**src/rtl/wu_pkg.sv**
```systemverilog
// Shared sizing for the oscillator warm-up timer.
// Assumes the fine part of the count is never programmable.
package wu_pkg;
    localparam int WU_CNT_W  = 16;  // full warm-up count width
    localparam int WU_FRAC_W = 4;   // low bits forced to zero
    typedef enum logic {SRC_INT = 1'b0, SRC_EXT = 1'b1} wu_src_e;
endpackage

```
**src/rtl/wu_cfg_reg.sv**
```systemverilog
// Control register of the warm-up timer: source select and coarse field.
// Assumes busy comes from the counter; every update is blocked while it is high.
// Produces the launch request and the field the counter must load.
module wu_cfg_reg #(
    parameter int FIELD_W = 12
) (
    input  logic               clk,
    input  logic               rst_n,
    input  logic               busy,
    input  logic               wr_en,
    input  logic               wr_src,
    input  logic [FIELD_W-1:0] wr_field,
    input  logic               wr_start,
    input  logic               wake,
    output logic               src_q,
    output logic [FIELD_W-1:0] field_q,
    output logic               launch,
    output logic [FIELD_W-1:0] load_field
);
    logic wake_ok;
    logic wr_ok;

    // Decide which request is accepted this cycle; wake wins over a write.
    always_comb begin
        wake_ok    = wake && !busy;
        wr_ok      = wr_en && !busy && !wake;
        launch     = wake_ok || (wr_ok && wr_start);
        load_field = wake_ok ? field_q : wr_field;
    end

    // Hold the settings, updated only by an accepted request.
    always_ff @(posedge clk) begin
        if (!rst_n) begin
            src_q   <= wu_pkg::SRC_INT;
            field_q <= '0;
        end else if (wake_ok) begin
            src_q   <= wu_pkg::SRC_INT;
        end else if (wr_ok) begin
            src_q   <= wr_src;
            field_q <= wr_field;
        end
    end
endmodule

```
**src/rtl/wu_tick_sel.sv**
```systemverilog
// Picks the count enable of the selected oscillator.
// Assumes both tick inputs are already synchronous to clk.
module wu_tick_sel #(
    parameter int N_SRC = 2
) (
    input  logic [N_SRC-1:0]         ticks,
    input  logic [$clog2(N_SRC)-1:0] sel,
    output logic                     tick
);
    // Forward only the tick of the selected source.
    always_comb begin
        tick = 1'b0;
        for (int i = 0; i < N_SRC; i++)
            if (sel == i[$clog2(N_SRC)-1:0]) tick = ticks[i];
    end
endmodule

```
**src/rtl/wu_down_cnt.sv**
```systemverilog
// Warm-up down counter. It loads the coarse field shifted left by FRAC_W,
// steps down on each selected tick, and ends on the tick that finds 1 or 0.
// So a zero field ends after one tick and a field F ends after F*2^FRAC_W ticks.
module wu_down_cnt #(
    parameter int CNT_W  = 16,
    parameter int FRAC_W = 4,
    localparam int FIELD_W = CNT_W - FRAC_W
) (
    input  logic               clk,
    input  logic               rst_n,
    input  logic               launch,
    input  logic [FIELD_W-1:0] load_field,
    input  logic               tick,
    output logic               busy,
    output logic               done
);
    logic [CNT_W-1:0] cnt;
    logic             last;

    // Terminal test: this tick is the final one.
    always_comb last = (cnt <= CNT_W'(1));

    // Count state, busy flag and the single-cycle done pulse.
    always_ff @(posedge clk) begin
        if (!rst_n) begin
            cnt  <= '0;
            busy <= 1'b0;
            done <= 1'b0;
        end else begin
            done <= 1'b0;
            if (launch) begin
                cnt  <= {load_field, {FRAC_W{1'b0}}};
                busy <= 1'b1;
            end else if (busy && tick) begin
                if (last) begin
                    cnt  <= '0;
                    busy <= 1'b0;
                    done <= 1'b1;
                end else begin
                    cnt <= cnt - CNT_W'(1);
                end
            end
        end
    end
endmodule

```
**src/rtl/osc_warmup_timer.sv**
```systemverilog
// Top of the oscillator warm-up timer. It joins the control register,
// the tick selector and the down counter. All inputs are synchronous to clk.
module osc_warmup_timer #(
    parameter int CNT_W   = wu_pkg::WU_CNT_W,
    parameter int FRAC_W  = wu_pkg::WU_FRAC_W,
    parameter int FIELD_W = CNT_W - FRAC_W
) (
    input  logic               clk,
    input  logic               rst_n,
    input  logic               wr_en,
    input  logic               wr_src,
    input  logic [FIELD_W-1:0] wr_count,
    input  logic               wr_start,
    input  logic               stop_wake,
    input  logic               tick_int,
    input  logic               tick_ext,
    output logic               busy,
    output logic               done,
    output logic               cfg_src,
    output logic [FIELD_W-1:0] cfg_count
);
    logic               launch;
    logic [FIELD_W-1:0] load_field;
    logic               tick_sel;

    wu_cfg_reg #(.FIELD_W(FIELD_W)) i_cfg (
        .clk(clk), .rst_n(rst_n), .busy(busy),
        .wr_en(wr_en), .wr_src(wr_src), .wr_field(wr_count),
        .wr_start(wr_start), .wake(stop_wake),
        .src_q(cfg_src), .field_q(cfg_count),
        .launch(launch), .load_field(load_field)
    );

    wu_tick_sel #(.N_SRC(2)) i_sel (
        .ticks({tick_ext, tick_int}), .sel(cfg_src), .tick(tick_sel)
    );

    wu_down_cnt #(.CNT_W(CNT_W), .FRAC_W(FRAC_W)) i_cnt (
        .clk(clk), .rst_n(rst_n), .launch(launch), .load_field(load_field),
        .tick(tick_sel), .busy(busy), .done(done)
    );
endmodule

```
**config.mk**
```make
export PLATFORM = sky130hd
export DESIGN_NAME = osc_warmup_timer
export DESIGN_NICKNAME = d
export VERILOG_FILES = /design/src/rtl/wu_pkg.sv /design/src/rtl/wu_cfg_reg.sv /design/src/rtl/wu_tick_sel.sv /design/src/rtl/wu_down_cnt.sv /design/src/rtl/osc_warmup_timer.sv
export SDC_FILE = /design/constraint.sdc
export NUM_CORES = 1
export LEC_CHECK = 0
export CORE_MARGIN = 2
export CORE_UTILIZATION = 30
export CTS_BUF_LIST = sky130_fd_sc_hd__clkbuf_4 sky130_fd_sc_hd__clkbuf_8
export DETAILED_ROUTE_END_ITERATION = 6
export HOLD_SLACK_MARGIN = 0.12
export PLACE_DENSITY_LB_ADDON = 0.1
export SYNTH_ARGS = -nofsm -noshare
export SYNTH_HDL_FRONTEND = slang
export SYNTH_SLANG_ARGS = --single-unit
```
**constraint.sdc**
```tcl
create_clock -name clk -period 4.4 [get_ports clk]
set_input_delay 0.66 -clock clk [delete_from_list [all_inputs] [get_ports clk]]
set_output_delay 0.66 -clock clk [all_outputs]
set_load 0.01 [all_outputs]
```
### Word level (Yosys, flattened, before mapping)

Index checks and enable logic that the tools add are counted.

| storage, ports and cells | value |
|---|---|
| word-level logic and storage cells | 35 |
| register bits | 31 |

| operators by class | value |
|---|---|
| multiplexer cells | 9 |
| $lt $le $gt $ge | 1 |
| add/subtract/negate cells | 1 |
| reductions and logical operators | 15 |
| bitwise gates (word level) | 3 |

Operator list:

| cell | count |
|---|---|
| 2-to-1 mux 16 bit | 3 |
| <= comparator 16 x 1 -> 1 bit, second input constant | 1 |
| subtractor 16 x 1 -> 16 bit, second input constant | 1 |
| 2-to-1 mux 12 bit | 1 |
| logical AND 1 bit | 5 |
| 2-to-1 mux 1 bit | 5 |
| AND reduction 2 bit | 2 |
| nonzero test 2 bit | 2 |
| OR reduction 2 bit | 2 |
| NOT 1 bit | 3 |
| OR reduction 3 bit | 1 |
| zero test 1 bit | 2 |
| logical OR 1 bit | 1 |

### Longest topological paths before layout

Gate-level depths: netlist of the first run.

| depth | value |
|---|---|
| depth in word-level cells | 7 |
| depth in mapped cells | 8 |
| gate-level depth less buffers | 7 |

### Cells and area by module

From an unflattened synthesis of the first run, not the netlist that was laid out.

| unflattened totals | value |
|---|---|
| cell total of the unflattened synthesis | 212 |
| area total of the unflattened synthesis | 1838.0 um^2 |

Modules (own cells, without submodules):

| module | times used | cells an instance | area an instance (um^2) | sequential area each (um^2) |
|---|---|---|---|---|
| wu_down_cnt | 1 | 138 | 1078.5 | 360.3 |
| wu_cfg_reg | 1 | 73 | 744.5 | 260.2 |
| wu_tick_sel | 1 | 1 | 15.0 | 0.0 |

### Worst setup path before layout of the first run

No wires, ideal clock.

| path | value |
|---|---|
| path type | flip-flop to flip-flop |
| from | register i_cnt.cnt[2] |
| to | register i_cnt.cnt[15] |
| path buffers | 1 |
| data arrival time | 1.928 ns |
| setup time | 0.120 ns |
| path slack | 2.352 ns |
| data required time | 4.280 ns |
| stages on the path, launching flop included | 7 |
| cell sequence | dfxtp_1 > or4_1 > buf_2 > nor4_4 > nor2_1 > o211a_1 > o31a_1 |

| on the way | value |
|---|---|
| longest elaborated chain between the ends | 4 |

Ends and longest elaborated chain:

| item | line | source |
|---|---|---|
| start, declared | wu_down_cnt.sv:17 | `logic [CNT_W-1:0] cnt;` |
| start signal, assigned | wu_down_cnt.sv:32 | `cnt <= {load_field, {FRAC_W{1'b0}}};` |
| start signal, assigned | wu_down_cnt.sv:40 | `cnt <= cnt - CNT_W'(1);` |
| subtractor 16 x 1 -> 16 bit / <= comparator 16 x 1 -> 1 bit (equally long branches) | wu_down_cnt.sv:40, wu_down_cnt.sv:21 |  |
| 2-to-1 mux 16 bit * | wu_down_cnt.sv:35 | `if (last) begin` |
| 2-to-1 mux 16 bit * | wu_down_cnt.sv:34 | `end else if (busy && tick) begin` |
| 2-to-1 mux 16 bit * | wu_down_cnt.sv:31 | `if (launch) begin` |

Mark *: on every way between the ends. The rest lies on a longest branch, timed or not. The select of a mux whose other input is x is not followed.
A chain may end at the register's enable or synchronous reset.

### Final worst setup path of the first run

| path | value |
|---|---|
| from | input port stop_wake |
| to | register i_cnt.cnt[4] |

| on the way | value |
|---|---|
| longest elaborated chain between the ends | 5 |

Ends and longest elaborated chain:

| item | line | source |
|---|---|---|
| start, declared | osc_warmup_timer.sv:14 | `input logic stop_wake,` |
| zero test 1 bit | wu_cfg_reg.sv:26 | `wr_ok = wr_en && !busy && !wake;` |
| logical AND 1 bit | wu_cfg_reg.sv:26 |  |
| logical AND 1 bit | wu_cfg_reg.sv:27 | `launch = wake_ok \|\| (wr_ok && wr_start);` |
| logical OR 1 bit | wu_cfg_reg.sv:27 |  |
| 2-to-1 mux 16 bit / nonzero test 2 bit (equally long branches) | -- |  |

Several ways; a longest one is shown, not always the timed one.

==> qor.tcl, run 1 <==
set qor(synth.top_cells.by_area) {dfxtp_1 (35%), a21boi_0 (8.5%), nand2_1 (7.2%)}
set qor(coreArea_sq_mm) 0.00561
set qor(post-synth-top-count-cell) {nand2_1}
set qor(die_w_um) 80.8
set qor(timing.hold.worst.class) {reg -> reg}
set qor(dominant_combinational_cell_family_by_area_after_synthesis) {simple AND/OR/NAND/NOR gates}
set qor(combPwrFrac) 0.311
set qor(syn_area_per_cell_sq_um) 8.19
set qor(track_usage) 0.162
set qor(starting_drt_drc_count) 80
set qor(final_cell_count_no_fill) 316
set qor(synth-seq-cells) 31
set qor(post_route_cells_drive_above_1_share) 0.0656
set qor(type_of_element_launching_the_critical_path) {input port}
set qor(detailroute.wirelength.met3_um) 181
set qor(fmax_ghz) 0.403
set qor(grt_max_degree) 28
set qor(drt_pass1_iterations) 4
set qor(yosys-mux-area-fraction) 0.0396
set qor(final_hold_viol_count) 0
set qor(detail_route.vias_per_cell) 5.27
set qor(ir_worst_vdd_v) 0.000149
set qor(outcome) {complete, no violations}
set qor(yosysSeqAreaShare) 0.351
set qor(synth_commonest_cells) {nand2_1 (34), dfxtp_1 (31), a21boi_0 (20)}
set qor(avgRoutedWirePerCell_um) 15.5
set qor(power.share.switching) 0.338
set qor(ctsHtreeMaxLevel) 2
set qor(post-synth-top-area-cell) {dfxtp_1}
set qor(pwr-share-clk) 0.287
set qor(worstPathCellList) {clkdlybuf4s50_1 > a21oi_1 > or2_2 > and2_0 > a221oi_1 > nor2b_1}
set qor(synth_compound_area_frac) 0.245
set qor(layout-area-overhead-vs-synth_pct) 25.3
set qor(clock-root-buffer) {clkbuf_8}
set qor(netlist_area_sq_mm) 0.00177
set qor(overflow_after_grt) 0
set qor(cts-root-to-sink-buffers) 2
set qor(floorplan.rows) 27
set qor(post-cts-setup-buffers) 0
set qor(placedInstanceArea_sq_mm) 0.00213
set qor(report.final.setup_viol) 0
set qor(length_of_routed_met2_wiring_um) 2260
set qor(die_area_sq_mm) 0.00653
set qor(postLayoutCellArea_sq_mm) 0.00222
set qor(worst_hold_slack_after_final_layout_ps) 488
set qor(ant_nets) 0
set qor(power.share.sequential) 0.401
set qor(crit_path_max_fanout) 18
set qor(final_critical_path_required_period_ps) 2480
set qor(post_synth_edffs) 0
set qor(synth_xor_area_frac) 0.0198
set qor(setup_total_negative_slack_ps) 0
set qor(grt_pass1_vias) 1542
set qor(io_buffer_count) 34
set qor(final_min_period_over_clock_period) 0.564
set qor(static_leakage_power_nw) 0.791
set qor(grt_pass1_wl_um) 7920
set qor(synth-adder-area-share) 0.0141
set qor(area_share_of_and_or_nand_nor_cells_after_synthesis) 0.284
set qor(post_cts_hold_buffer_count) 0
set qor(timing.clock.skew_ps) 8.47
set qor(dr.max_layer_used) {met4}
set qor(unrepaired_setup_endpoints_after_global_routing) {no}
set qor(worst-endpoint-arrival_ps) 2660
set qor(worst_skew_pair.late_latency_ps) 290
set qor(power.switching_mw) 0.276
set qor(post-place-cells) 308
set qor(critPathMaxStageDelay_ps) 810
set qor(antenna_cell_count) 0
set qor(critPathSlowestCell) {clkdlybuf4s50_1}
set qor(yosys_warnings) 0
set qor(floorplan.die.height_um) 80.8
set qor(post_synth_inst_count) 216
set qor(grt_antenna_before_repair) 0
set qor(finalWeightedCongestion) 0.792
set qor(reg2reg_depth) 5
set qor(num_vias) 1664
set qor(place.detailed.hpwl_um) 3500
set qor(post-route-worst-setup-slack_ps) 1920
set qor(power.internal_mw) 0.540
set qor(starting_density_of_the_core) 0.315
set qor(detailed_route_wl_um) 4890
set qor(endpoint_type_of_the_worst_setup_path) {register}
set qor(clock_tree_from_tritoncts) {done}
set qor(dp_worst_setup_slack_ps) 1630
set qor(netlist.area_leader.share) 0.351
set qor(clk_pin_slew_worst_paths_ps) 70
set qor(power.density_mw_per_mm2) 368
set qor(whs_path_depth) 2
set qor(synth_cell_type_count) 50
set qor(worst_case_headroom_to_the_max_slew_limit) 0.332
set qor(synth_fp_nets) 238
set qor(cts_buffer_count) 5
set qor(wl_met1_um) 2370
set qor(ioPinCount) 35
set qor(worstPathRequired_ps) 4580
set qor(nFillCells) 615
set qor(setup_crit_path_kind) {in -> reg}
set qor(cap_viol_max_count) 0
set qor(async_reset_ff_frac) 0
set qor(finalNetCount) 265
set qor(timing_max_transition_violations_final) 0
set qor(tightest_slew_ps) 993
set qor(cts.repair.resized) 0
set qor(synth_top_flop_cell) {dfxtp_1}
set qor(drcViolationCount) 0
set qor(clkSinkCount) 31
-- worst max-delay path, delay by kind of cell --
family	cells	cell delay, ps
compound gates	2	390
buf+inv	1	810
simple gates	3	790
-- per-layer routing --
metal,vias up,GRT usage
met2,39,0.250
met5,-,0
met3,5,0.0333
met1,786,0.222
li1,834,-
met4,0,0.0661
-- final cells by class --
| cell class | instances | area (sq um) | area share |
|---|---|---|---|
| clock buffers | 7 | 83.8 | 0.0378 |
| clock inverters | 1 | 5.00 | 0.00226 |
| multi-input cells | 168 | 1070 | 0.481 |
| well taps | 72 | 90.1 | 0.0406 |
| flip-flops and latches | 31 | 621 | 0.280 |
| inverters | 3 | 11.3 | 0.00508 |
| repair buffers | 34 | 340 | 0.153 |
-- power by group through the flow --
stage / sequential [mW] / combinational (mW) / clock, mW
5_1_grt: 0.331 / 0.281 / 0.252
3_5_place_dp: 0.334 / 0.254 / 0
6_report: 0.327 / 0.254 / 0.234
3_3_place_gp: 0.334 / 0.259 / 0
2_1_floorplan: 0.328 / 0.186 / 0
4_1_cts: 0.328 / 0.256 / 0.240
-- cell families (layout without fill, tap and decap cells) --
kind of cell | after synthesis | count (layout)
and+or+nand+nor | 95 | 95
buffers and inverters | 17 | 45
adders and majority gates | 2 | 2
muxes | 7 | 7
DFF | 31 | 31
xor gates and xnor gates | 4 | 4
AOI/OAI and AO/OA | 60 | 60
-- placed cells by master (no fill, tap or decap), types with 4 or more instances in the layout --
cell,synthesis,routed
nor2b_1,5,5
clkbuf_8,0,5
a221oi_1,4,4
dfxtp_1,31,31
clkdlybuf4s50_1,0,34
mux2i_1,7,7
nand3_1,4,4
nor3b_1,5,5
nor2_1,15,15
nand2_1,34,34
nor3_1,5,5
a21boi_0,20,20
a21oi_1,11,11
nand2b_1,6,6
-- per-stage QoR --
| step | utilization | power [mW] |
|---|---|---|
| finish | 0.395 | 0.816 |
| global route | 0.395 | 0.864 |
| CTS | 0.395 | 0.823 |
| detailed placement | 0.380 | 0.588 |
| global placement | 0.380 | 0.593 |
| floorplan | - | 0.514 |
-- registers in the layout (all words and copies together), names as in the netlist --
register	cells
i_cfg.field_q	12
i_cfg.src_q	1
i_cnt.busy	1
i_cnt.cnt	16
i_cnt.done	1
-- worst paths after layout --
check | endpoint | from | slack [ps]
max | i_cnt.cnt[4] | stop_wake | 1920
max reg2reg | i_cnt.cnt[4] | i_cnt.cnt[2] | 2070
min | i_cfg.field_q[7] | i_cfg.field_q[7] | 490
min reg2reg | i_cfg.field_q[7] | i_cfg.field_q[7] | 490
(Power assumes the default switching activity.)
==> inputs of run 2 (changes only) <==
==> constraint.sdc (replaced) <==
create_clock -name clk -period 2.6 [get_ports clk]
set_input_delay 0.39 -clock clk [delete_from_list [all_inputs] [get_ports clk]]
set_output_delay 0.39 -clock clk [all_outputs]
set_load 0.01 [all_outputs]
==> run 2 against run 1 <==
Register-to-register slack lost 1800 ps. Via count grew 2.2%. Cell area grew 2.7%. Worst hold slack lost 10 ps. Critical path type is now reg -> reg. Highest routed layer unchanged.
==> qor.tcl, run 2 (synthesized netlist as in run 1, its figures left out) <==
set qor(outcome) {complete, no violations}
set qor(coreArea_sq_mm) 0.00561
set qor(largest_register_ff_count) 16
set qor(floorplan.die.height_um) 80.8
set qor(ctsHtreeMaxLevel) 2
set qor(num_vias) 1701
set qor(worst_hold_slack_after_final_layout_ps) 478
set qor(final_critical_path_required_period_ps) 2310
set qor(power.share.sequential) 0.392
set qor(worstPathRequired_ps) 2770
set qor(layout-area-overhead-vs-synth_pct) 28.7
set qor(cap_viol_max_count) 0
set qor(endpoint_type_of_the_worst_setup_path) {register}
set qor(ant_nets) 0
set qor(critPathSlowestCell) {or4_1}
set qor(track_usage) 0.170
set qor(post_cts_hold_buffer_count) 0
set qor(layout_top_registers) {i_cnt.cnt: 16 flops, i_cfg.field_q: 12 flops}
set qor(pwr-share-clk) 0.283
set qor(fmax_ghz) 0.433
set qor(finalNetCount) 273
set qor(mostFrequentLayoutCells) {nand2_1 (34), clkdlybuf4s50_1 (34), dfxtp_1 (31), a21boi_0 (20), nor2_1 (15)}
set qor(avgRoutedWirePerCell_um) 15.5
set qor(final_hold_viol_count) 0
set qor(die_w_um) 80.8
set qor(starting_drt_drc_count) 88
set qor(setup_total_negative_slack_ps) 0
set qor(worst-endpoint-arrival_ps) 2480
set qor(setup_crit_path_kind) {reg -> reg}
set qor(floorplan.rows) 27
set qor(report.final.setup_viol) 0
set qor(detailed_route_wl_um) 5020
set qor(worst_skew_pair.late_latency_ps) 280
set qor(critPathMaxStageDelay_ps) 660
set qor(drcViolationCount) 0
set qor(max_flop_register) {i_cnt.cnt}
set qor(drt_pass1_iterations) 4
set qor(unrepaired_setup_endpoints_after_global_routing) {no}
set qor(power.internal_mw) 0.928
set qor(finalWeightedCongestion) 0.801
set qor(crit_path_max_fanout) 9
set qor(tightest_slew_ps) 473
set qor(worst_case_headroom_to_the_max_slew_limit) 0.676
set qor(ioPinCount) 35
set qor(grt_antenna_before_repair) 0
set qor(cts_buffer_count) 5
set qor(final_min_period_over_clock_period) 0.888
set qor(power.share.switching) 0.341
set qor(clock_tree_from_tritoncts) {done}
set qor(io_buffer_count) 34
set qor(clock-root-buffer) {clkbuf_8}
set qor(grt_max_degree) 24
set qor(detail_route.vias_per_cell) 5.25
set qor(timing_max_transition_violations_final) 0
set qor(static_leakage_power_nw) 0.829
set qor(ir_worst_vdd_v) 0.000179
set qor(cts-root-to-sink-buffers) 2
set qor(power.switching_mw) 0.480
set qor(die_area_sq_mm) 0.00653
set qor(starting_density_of_the_core) 0.315
set qor(type_of_element_launching_the_critical_path) {register}
set qor(timing.clock.skew_ps) 5.75
set qor(clk_pin_slew_worst_paths_ps) 70
set qor(worstPathCellList) {or4_1 > nor4_4 > a21oi_2 > a221oi_1 > nor2b_1}
set qor(place.detailed.hpwl_um) 3630
set qor(cts.repair.resized) 0
set qor(grt_pass1_wl_um) 8410
set qor(antenna_cell_count) 0
set qor(combPwrFrac) 0.326
set qor(clkSinkCount) 31
set qor(post_route_cells_drive_above_1_share) 0.0952
set qor(grt_pass1_vias) 1674
set qor(overflow_after_grt) 0
set qor(post-cts-setup-buffers) 0
set qor(power.density_mw_per_mm2) 618
set qor(timing.hold.worst.class) {reg -> reg}
-- run 2: cell count changes in the layout (fill, tap and decap cells not counted) --
cell,delta
buf_4,+8
-- run 2: final timing paths --
check        slack (ps)  cells past startpoint        startpoint                to
max                 290                      5      i_cnt.cnt[4]     i_cnt.cnt[11]
min reg2reg         480                      2  i_cfg.field_q[3]  i_cfg.field_q[3]
max reg2reg         290                      5      i_cnt.cnt[4]     i_cnt.cnt[11]
min                 480                      2  i_cfg.field_q[3]  i_cfg.field_q[3]
-- run 2: routing by layer --
layer / wire (um) / GRT usage / part of all wire
met1: 2350 / 0.229 / 0.47
met4: 49 / 0.0678 / 0.0098
met2: 2410 / 0.268 / 0.48
met5: 0 / 0 / 0
met3: 214 / 0.0344 / 0.043
-- run 2: stage by stage --
stage	instances	power (mW)	utilization	instance area, sq um	worst slack (ps)
final	324	1.41	0.406	2280	292
after global routing	324	1.49	0.406	2280	104
after global placement	316	1.02	0.390	2190	396
after detailed placement	316	1.01	0.390	2190	320
after floorplan	216	0.870	-	1770	552
after CTS	324	1.41	0.406	2280	305
-- run 2: power groups by stage --
stage / sequential [mW] / combinational (mW) / clock, mW
CTS: 0.550 / 0.457 / 0.407
floorplan: 0.555 / 0.315 / 0
finish: 0.552 / 0.459 / 0.398
global placement: 0.562 / 0.462 / 0
detailed placement: 0.560 / 0.452 / 0
global route: 0.557 / 0.508 / 0.423
-- run 2: critical path: cells and delay by family, from the launching register on --
family          cells  cell delay, ps
simple gates        3            1260
compound gates      2             560
flops               1             370
-- run 2: area by class of cell --
| type | instances | area, sq um |
|---|---|---|
| fillers | 608 | 3330 |
| multi-input cells | 168 | 1070 |
| flip-flops and latches | 31 | 621 |
| repair buffers | 42 | 400 |
| well taps | 72 | 90.1 |
| clock buffers | 7 | 83.8 |
| inverters | 3 | 11.3 |
| clock inverters | 1 | 5.00 |
==> inputs of run 3 (changes only) <==
--- a/config.mk
+++ b/config.mk
@@ -7,7 +7,7 @@
 export LEC_CHECK = 0
 export CORE_MARGIN = 2
 export CORE_UTILIZATION = 30
-export CTS_BUF_LIST = sky130_fd_sc_hd__clkbuf_4 sky130_fd_sc_hd__clkbuf_8
+export CTS_BUF_LIST = sky130_fd_sc_hd__clkbuf_2 sky130_fd_sc_hd__clkbuf_4 sky130_fd_sc_hd__clkbuf_8
 export DETAILED_ROUTE_END_ITERATION = 6
 export HOLD_SLACK_MARGIN = 0.12
 export PLACE_DENSITY_LB_ADDON = 0.1
==> results of run 3 <==
The final DEF is identical to that of run 2; final timing and power are the same.
